===== config.mk =====
export PLATFORM = sky130hd
export DESIGN_NAME = mxdram_ctrl
export DESIGN_NICKNAME = d
export VERILOG_FILES = /design/src/rtl/mxd_pkg.sv /design/src/rtl/mxd_refresh_sched.sv /design/src/rtl/mxd_access_seq.sv /design/src/rtl/mxd_read_capture.sv /design/src/rtl/mxdram_ctrl.sv
export SDC_FILE = /design/constraint.sdc
export NUM_CORES = 1
export LEC_CHECK = 0
export ABC_AREA = 1
export CAP_MARGIN = 10
export CORE_MARGIN = 2
export CORE_UTILIZATION = 30
export DETAILED_ROUTE_END_ITERATION = 12
export SKIP_CTS_REPAIR_TIMING = 1
export SLEW_MARGIN = 20
export SYNTH_ARGS = -nofsm -noshare
export SYNTH_HDL_FRONTEND = slang
export SYNTH_SLANG_ARGS = --single-unit

===== constraint.sdc =====
create_clock -name clk -period 2.4 [get_ports clk]
set_input_delay 0.48 -clock clk [delete_from_list [all_inputs] [get_ports clk]]
set_output_delay 0.48 -clock clk [all_outputs]
set_load 0.01 [all_outputs]

===== src/rtl/mxd_pkg.sv =====
package mxd_pkg;

    typedef enum logic [1:0] {
        OP_READ  = 2'd0,
        OP_WRITE = 2'd1,
        OP_REFR  = 2'd2
    } mxd_op_e;

    typedef struct packed {
        logic ras_n;
        logic cas_n;
        logic we_n;
        logic dq_oe;
    } mxd_strobe_t;

    function automatic logic in_window(input int unsigned pos,
                                       input int unsigned lo,
                                       input int unsigned hi);
        return (pos >= lo) && (pos < hi);
    endfunction

endpackage


===== src/rtl/mxd_refresh_sched.sv =====
module mxd_refresh_sched #(
    parameter int ROW_W   = 4,
    parameter int REF_INT = 40
) (
    input  logic             clk,
    input  logic             rst,
    input  logic             take,
    output logic             pend,
    output logic [ROW_W-1:0] ref_row
);
    localparam int TMR_W = (REF_INT > 1) ? $clog2(REF_INT) : 1;

    logic [TMR_W-1:0] tmr;
    logic             tick;

    assign tick = (tmr == TMR_W'(REF_INT - 1));

    always_ff @(posedge clk) begin
        if (rst) begin
            tmr     <= '0;
            pend    <= 1'b0;
            ref_row <= '0;
        end else begin
            tmr  <= tick ? '0 : tmr + 1'b1;
            pend <= tick | (pend & ~take);
            if (take)
                ref_row <= ref_row + 1'b1;
        end
    end

    // A new period must never arrive while the previous refresh is still unserved.
    p_no_lost_refresh_r7: assert property (@(posedge clk) disable iff (rst)
        (pend && !take) |-> !tick);

    p_row_advance_r7: assert property (@(posedge clk) disable iff (rst)
        take |=> (ref_row == $past(ref_row) + 1'b1));

endmodule


===== src/rtl/mxd_access_seq.sv =====
module mxd_access_seq
    import mxd_pkg::*;
#(
    parameter int ROW_W  = 4,
    parameter int COL_W  = 4,
    parameter int DATA_W = 8,
    parameter int T_RCD  = 2,
    parameter int T_RAS  = 6,
    parameter int T_RC   = 9,
    parameter int CNT_W  = 4
) (
    input  logic              clk,
    input  logic              rst,
    input  logic              start,
    input  mxd_op_e           start_op,
    input  logic [ROW_W-1:0]  start_row,
    input  logic [COL_W-1:0]  start_col,
    input  logic [DATA_W-1:0] start_wdata,
    output logic              busy,
    output mxd_op_e           op,
    output logic [CNT_W-1:0]  cnt,
    output mxd_strobe_t       strobes,
    output logic [ROW_W-1:0]  pin_addr,
    output logic [DATA_W-1:0] dq_out
);
    logic [ROW_W-1:0] row_q;
    logic [COL_W-1:0] col_q;
    logic             ras_win;
    logic             cas_win;

    always_ff @(posedge clk) begin
        if (rst) begin
            busy   <= 1'b0;
            cnt    <= '0;
            op     <= OP_READ;
            row_q  <= '0;
            col_q  <= '0;
            dq_out <= '0;
        end else if (!busy) begin
            if (start) begin
                busy   <= 1'b1;
                cnt    <= '0;
                op     <= start_op;
                row_q  <= start_row;
                col_q  <= start_col;
                dq_out <= start_wdata;
            end
        end else if (cnt == CNT_W'(T_RC - 1)) begin
            busy <= 1'b0;
        end else begin
            cnt <= cnt + 1'b1;
        end
    end

    always_comb begin
        ras_win = busy && in_window(int'(cnt), 0, T_RAS);
        cas_win = busy && (op != OP_REFR) && in_window(int'(cnt), T_RCD, T_RAS);
        strobes.ras_n = ~ras_win;
        strobes.cas_n = ~cas_win;
        strobes.we_n  = ~(cas_win && op == OP_WRITE);
        strobes.dq_oe = cas_win && op == OP_WRITE;
        pin_addr      = cas_win ? ROW_W'(col_q) : row_q;
    end

    p_cas_under_ras_r3: assert property (@(posedge clk) disable iff (rst)
        !strobes.cas_n |-> !strobes.ras_n);

    p_row_hold_r1: assert property (@(posedge clk) disable iff (rst)
        (!strobes.ras_n && !$past(strobes.ras_n) && strobes.cas_n) |-> $stable(pin_addr));

    p_refresh_no_cas_r7: assert property (@(posedge clk) disable iff (rst)
        (busy && op == OP_REFR) |-> (strobes.cas_n && strobes.we_n && !strobes.dq_oe));

endmodule


===== src/rtl/mxd_read_capture.sv =====
module mxd_read_capture
    import mxd_pkg::*;
#(
    parameter int DATA_W = 8,
    parameter int T_RAC  = 4,
    parameter int CNT_W  = 4
) (
    input  logic              clk,
    input  logic              rst,
    input  logic              busy,
    input  mxd_op_e           op,
    input  logic [CNT_W-1:0]  cnt,
    input  logic [DATA_W-1:0] dq_in,
    output logic              rd_valid,
    output logic [DATA_W-1:0] rd_data
);
    logic sample_now;

    assign sample_now = busy && (op == OP_READ) && (cnt == CNT_W'(T_RAC));

    always_ff @(posedge clk) begin
        if (rst) begin
            rd_valid <= 1'b0;
            rd_data  <= '0;
        end else begin
            rd_valid <= sample_now;
            if (sample_now)
                rd_data <= dq_in;
        end
    end

    p_rd_pulse_r4: assert property (@(posedge clk) disable iff (rst)
        rd_valid |=> !rd_valid);

endmodule


===== src/rtl/mxdram_ctrl.sv =====
module mxdram_ctrl
    import mxd_pkg::*;
#(
    parameter int ADDR_W  = 8,
    parameter int DATA_W  = 8,
    parameter int T_RCD   = 2,
    parameter int T_RAC   = 4,
    parameter int T_RAS   = 6,
    parameter int T_RC    = 9,
    parameter int REF_INT = 40
) (
    input  logic                clk,
    input  logic                rst,
    input  logic                req_valid,
    input  logic                req_write,
    input  logic [ADDR_W-1:0]   req_addr,
    input  logic [DATA_W-1:0]   req_wdata,
    output logic                req_ready,
    output logic                rd_valid,
    output logic [DATA_W-1:0]   rd_data,
    output logic [ADDR_W/2-1:0] dram_addr,
    output logic                dram_ras_n,
    output logic                dram_cas_n,
    output logic                dram_we_n,
    output logic [DATA_W-1:0]   dram_dq_out,
    output logic                dram_dq_oe,
    input  logic [DATA_W-1:0]   dram_dq_in
);
    localparam int COL_W = ADDR_W / 2;
    localparam int ROW_W = ADDR_W - COL_W;
    localparam int CNT_W = $clog2(T_RC + 1);

    logic             busy;
    mxd_op_e          op;
    logic [CNT_W-1:0] cnt;
    mxd_strobe_t      strobes;
    logic             pend;
    logic [ROW_W-1:0] ref_row;
    logic             ref_take;
    logic             host_take;
    mxd_op_e          start_op;
    logic [ROW_W-1:0] start_row;
    logic [ROW_W-1:0] pin_addr;

    always_comb begin
        ref_take  = !busy && pend;
        host_take = !busy && !pend && req_valid;
        req_ready = !busy && !pend;
        if (ref_take) begin
            start_op  = OP_REFR;
            start_row = ref_row;
        end else begin
            start_op  = req_write ? OP_WRITE : OP_READ;
            start_row = req_addr[ADDR_W-1:COL_W];
        end
    end

    mxd_refresh_sched #(
        .ROW_W   (ROW_W),
        .REF_INT (REF_INT)
    ) u_refresh (
        .clk     (clk),
        .rst     (rst),
        .take    (ref_take),
        .pend    (pend),
        .ref_row (ref_row)
    );

    mxd_access_seq #(
        .ROW_W  (ROW_W),
        .COL_W  (COL_W),
        .DATA_W (DATA_W),
        .T_RCD  (T_RCD),
        .T_RAS  (T_RAS),
        .T_RC   (T_RC),
        .CNT_W  (CNT_W)
    ) u_seq (
        .clk         (clk),
        .rst         (rst),
        .start       (ref_take || host_take),
        .start_op    (start_op),
        .start_row   (start_row),
        .start_col   (req_addr[COL_W-1:0]),
        .start_wdata (req_wdata),
        .busy        (busy),
        .op          (op),
        .cnt         (cnt),
        .strobes     (strobes),
        .pin_addr    (pin_addr),
        .dq_out      (dram_dq_out)
    );

    mxd_read_capture #(
        .DATA_W (DATA_W),
        .T_RAC  (T_RAC),
        .CNT_W  (CNT_W)
    ) u_cap (
        .clk      (clk),
        .rst      (rst),
        .busy     (busy),
        .op       (op),
        .cnt      (cnt),
        .dq_in    (dram_dq_in),
        .rd_valid (rd_valid),
        .rd_data  (rd_data)
    );

    assign dram_addr  = pin_addr;
    assign dram_ras_n = strobes.ras_n;
    assign dram_cas_n = strobes.cas_n;
    assign dram_we_n  = strobes.we_n;
    assign dram_dq_oe = strobes.dq_oe;

    p_accept_starts_row_r6: assert property (@(posedge clk) disable iff (rst)
        (req_valid && req_ready) |=> $fell(dram_ras_n));

    p_ready_when_idle_r6: assert property (@(posedge clk) disable iff (rst)
        req_ready |-> (dram_ras_n && dram_cas_n));

    p_refresh_first_r8: assert property (@(posedge clk) disable iff (rst)
        (pend && !busy) |=> (busy && op == OP_REFR));

endmodule


* Word-level counts from Yosys, hierarchy flattened
Cells that the tools add are included.
Cells by class: order comparisons 2, bitwise logic cells 7, multiplexer cells 10, $add $sub $neg 3, equal/unequal tests 6, reductions and logical operators 18
Operator list (number):
- $mux 4 | 5
- $logic_and 1x1->1 | 10
- $add 4x1->4 const B | 2
- $add 6x1->6 const B | 1
- $eq 6x6->1 const B | 1
- $not 1->1 | 5
- $eq 4x3->1 const B | 1
- $eq 4x4->1 const B | 1
- $ge 4x2->1 const B | 1
- $lt 4x3->1 const B | 1
- $mux 1 | 4
- $ne 2x2->1 const B | 2
- $reduce_and 2->1 | 2
- $eq 2x1->1 const B | 1
- $logic_not 1->1 | 2
- $logic_not 2->1 | 1
- $mux 2 | 1
- $reduce_bool 2->1 | 1
- $reduce_or 2->1 | 1
- $and 1x1->1 | 1
- $logic_or 1x1->1 | 1
- $or 1x1->1 | 1
Word-level totals: logic and storage cells 57, bits of input ports 28, register bits 43

* Longest topological paths before layout
depth in word-level cells 6, mapped depth 7

* By module
From an unflattened synthesis, not the netlist that was laid out.
Second synthesis, totals: cell total of the unflattened synthesis 272, area total of the unflattened synthesis 1951.9 µm²
Modules (own cells, without submodules):
- mxd_access_seq | area an instance 1017.2 µm², instances 1, cells each 135
- mxd_refresh_sched | area an instance 460.4 µm², instances 1, cells each 59
- mxd_read_capture | area an instance 386.6 µm², instances 1, cells each 58
- mxdram_ctrl | area an instance 87.6 µm², instances 1, cells each 20

* Least setup slack after synthesis
OpenSTA, ideal clock, no wires.
kind register to output, from register u_seq.cnt[1], to output dram_addr[0], arrival time 1.123 ns, path slack 0.797 ns, cell stages (with the launch flop) 6, data required time 1.920 ns, path through dfxtp_1 ha_1 nor2_1 nand2_1 nand3_2 o21ai_1
On the way: longest elaborated chain between the ends 4, elaborated cells on any way between the ends 5, classes of those cells order compare (2); mux (1); reduce/logical (2)
Ends and longest elaborated chain:
- start: declaration | RTL line mxd_access_seq.sv:21 | output logic [CNT_W-1:0] cnt,
- start signal: assignment | RTL line mxd_access_seq.sv:51 | cnt <= cnt + 1'b1;
- $ge 4x2->1 / $lt 4x3->1 (equally long branches) | RTL line mxd_pkg.sv:19 | return (pos >= lo) && (pos < hi);
- $logic_and 1x1->1 (*) | RTL line mxd_pkg.sv:19
- $logic_and 1x1->1 (*) | RTL line mxd_access_seq.sv:57 | cas_win = busy && (op != OP_REFR) && in_window(int'(cnt), T_RCD, T_RAS);
- $mux 4 (*) | RTL line mxd_access_seq.sv:62 | pin_addr = cas_win ? ROW_W'(col_q) : row_q;
- end: declaration | RTL line mxdram_ctrl.sv:21 | output logic [ADDR_W/2-1:0] dram_addr,
Every way passes the cells marked *; elsewhere a longest branch is shown, timed or not.

* Worst setup path in the final report
from register u_seq.busy, to output dram_ras_n
On the way: longest elaborated chain between the ends 2
Ends and longest elaborated chain:
- start: declaration | RTL line mxd_access_seq.sv:19 | output logic busy,
- start signal: assignment | RTL line mxd_access_seq.sv:33 | busy <= 1'b0;
- start signal: assignment | RTL line mxd_access_seq.sv:41 | busy <= 1'b1;
- start signal: assignment | RTL line mxd_access_seq.sv:49 | busy <= 1'b0;
- $logic_and 1x1->1 | RTL line mxd_access_seq.sv:56 | ras_win = busy && in_window(int'(cnt), 0, T_RAS);
- $not 1->1 | RTL line mxd_access_seq.sv:58 | strobes.ras_n = ~ras_win;
- end: declaration | RTL line mxdram_ctrl.sv:22 | output logic dram_ras_n,
No other way between the ends.

==> flow_summary.ini <==
[clock_tree]
numCtsBuffers = 5
cts_root_buf = clkbuf_8
clock_sinks = 43
clk_pin_slew_ns = 0.08
cts_tree = built
insertion_delay_ns = 0.29
h-tree-depth = 2
cts_buffer_depth = 2

[critical_path]
rrSetupSlack_ns = 0.96
start_kind = register
path_max_fanout = 6
criticalPathCategory = reg -> out
arrival_ns = 1.56
cp_data_required_time_ns = 1.92
worstSetupEndpointType = output port

[power_and_ir_drop]
power_density_mw_per_mm2 = 564
power_mw = 1.42
ir_drop_v = 0.000267
leakage_nw = 1.10

[routing]
dr.first_iter.drc_count = 92
vias = 1672
firstDrtPassIters = 4
routedWlPerCell_um = 11.1
post-route-drc-count = 0
vias_per_cell = 4.48
wl_um = 4130
postRouteAntennaNets = 0

[timing]
finalCritPeriodShare_pct = 85.1
hold_viol_final = 0
worst_pin_slew_ns = 0.356
slew_viol_final = 0
setup_viol = 0
rsz0062_at_grt = no
max_freq_mhz = 490
fin_tns_setup_ns = 0
fin_crit_ns = 2.04
fin_hold_ws_ns = 0.450
finalClockSkew_ns = 0.00464
slew_headroom_pct = 76.3

[global_routing]
grt_util_all_layers_pct = 13.6
grt_pass1_wl_um = 6840
antenna_found_initial = 0
grt_pass1_vias = 1564
grt-ovfl-total = 0
grt_max_degree = 22

[floorplanning]
ios = 54
fp.dieW_um = 81.6
dieArea_sq_mm = 0.00665
fp.dieH_um = 81.6
num_rows = 28
coreArea_sq_mm = 0.00585
start_util_pct = 30.8

[final_layout]
antennaDiodeCount = 0
synthToLayoutAreaGrowth_pct = 39.3
final_nets = 330
final_layout_size_suffix_gt1_share_pct = 7.05
final_cells = 373
fillCellCount = 600

[outcome]
outcome = finished clean

[place]
io_buffers = 53
dp_hpwl_um = 2920
place_congestion = 0.749
dp_cells = 365

[yosys]
yosysTopAreaCellShare_pct = 47.7
synthArstFlopShare_pct = 0
synth_commonest_cells = dfxtp_1 (43), nor2_1 (43), nand2_1 (35)
ys_ff_latch = 43
synth_top_area_cell = dfxtp_1
postSynthAreaPerCell_sq_um = 7.49
netlist_area_sq_mm = 0.00180
synth.distinct_cells = 24
ys_warn_count = 0
synthCells = 241
synth.top_cells.by_area = dfxtp_1 (48%), nor2_1 (8.9%), o21ai_0 (7.8%)
synth-edff-count = 0
yosysSeqAreaShare_pct = 47.7
synth_fp_nets = 274
synth_ff_type = dfxtp_1

[hold_path]
hold_path_class = reg -> reg

[flow_run]
cap_violations = 0
==> layout make-up <==
class / count / area (sq um) / share of cell area [%]
multi-input combinational: 163 / 795 / 31.6
clock buffer: 7 / 76.3 / 3.04
inverter: 27 / 101 / 4.03
timing repair buffer: 57 / 578 / 23.0
sequential: 43 / 863 / 34.4
tap: 75 / 93.8 / 3.74
clock inverter: 1 / 5.00 / 0.199
==> worst max-delay path, cell delays in order, from the launching register on <==
cell and delay [ns]:
dfxtp_1 0.43, nand2_1 0.09, nor2_2 0.20, inv_1 0.07
clkdlybuf4s50_1 0.48
==> report_power, final <==
group	switching (mW)	leakage (nW)	internal, mW
sequential	0.0198	0.352	0.747
combinational	0.0981	0.704	0.111
clock	0.237	0.0422	0.204
==> worst paths after layout <==
path                          from                to  cells past startpoint
setup reg to reg      u_seq.cnt[0]  u_cap.rd_data[7]                      7
setup / recovery        u_seq.busy        dram_ras_n                      4
hold reg to reg   u_refresh.tmr[0]  u_refresh.tmr[0]                      1
hold / removal    u_refresh.tmr[0]  u_refresh.tmr[0]                      1
==> flip-flops by register name, indices dropped and copies added, names as in the netlist <==
| signal | cells |
|---|---|
| u_refresh.pend | 1 |
| u_refresh.tmr | 6 |
| u_seq.dq_out | 8 |
| u_refresh.ref_row | 4 |
| u_cap.rd_data | 8 |
| u_seq.op | 2 |
| u_seq.busy | 1 |
| u_seq.cnt | 4 |
| u_seq.row_q | 4 |
| u_cap.rd_valid | 1 |
| u_seq.col_q | 4 |
==> per-layer routing <==
metal  part of all wire, %  vias to the layer above  GRT usage [%]
li1                      -                      884              -
met1                    48                      732           17.5
met2                    42                       47           19.9
met3                   7.2                        9           4.18
met4                   2.4                        0           7.80
met5                     0                        -              0
==> placed cells by master (no fill, tap or decap), drive strengths merged <==
master and n:
clkbuf 7, ha 5, nand4 3, xor2 1
dfxtp 43, clkinv 1, nand3 13, inv 27
o21ai 34, nor3 3, dlymetal6s2s 7, a21oi 22
nor2 45, buf 4, clkdlybuf4s50 46, nand2 37
==> per-stage QoR <==
stage | utilization [%] | worst slack (ns) | area [sq um]
CTS | 42.5 | -0.110 | 2480
floorplan | - | 0.797 | 1800
finish | 42.9 | 0.357 | 2510
global placement | 41.1 | 0.285 | 2400
global route | 42.9 | 0.200 | 2510
detailed placement | 41.1 | 0.229 | 2400
==> kinds of logic after synthesis <==
logic type | Yosys count | synth area share, %
compound gates | 56 | 15.7
fa+ha+maj | 5 | 3.47
flops | 43 | 47.7
buf+inv | 35 | 8.67
simple gates | 101 | 23.9
xor+xnor | 1 | 0.486
Power figures use the tool's default switching activity.
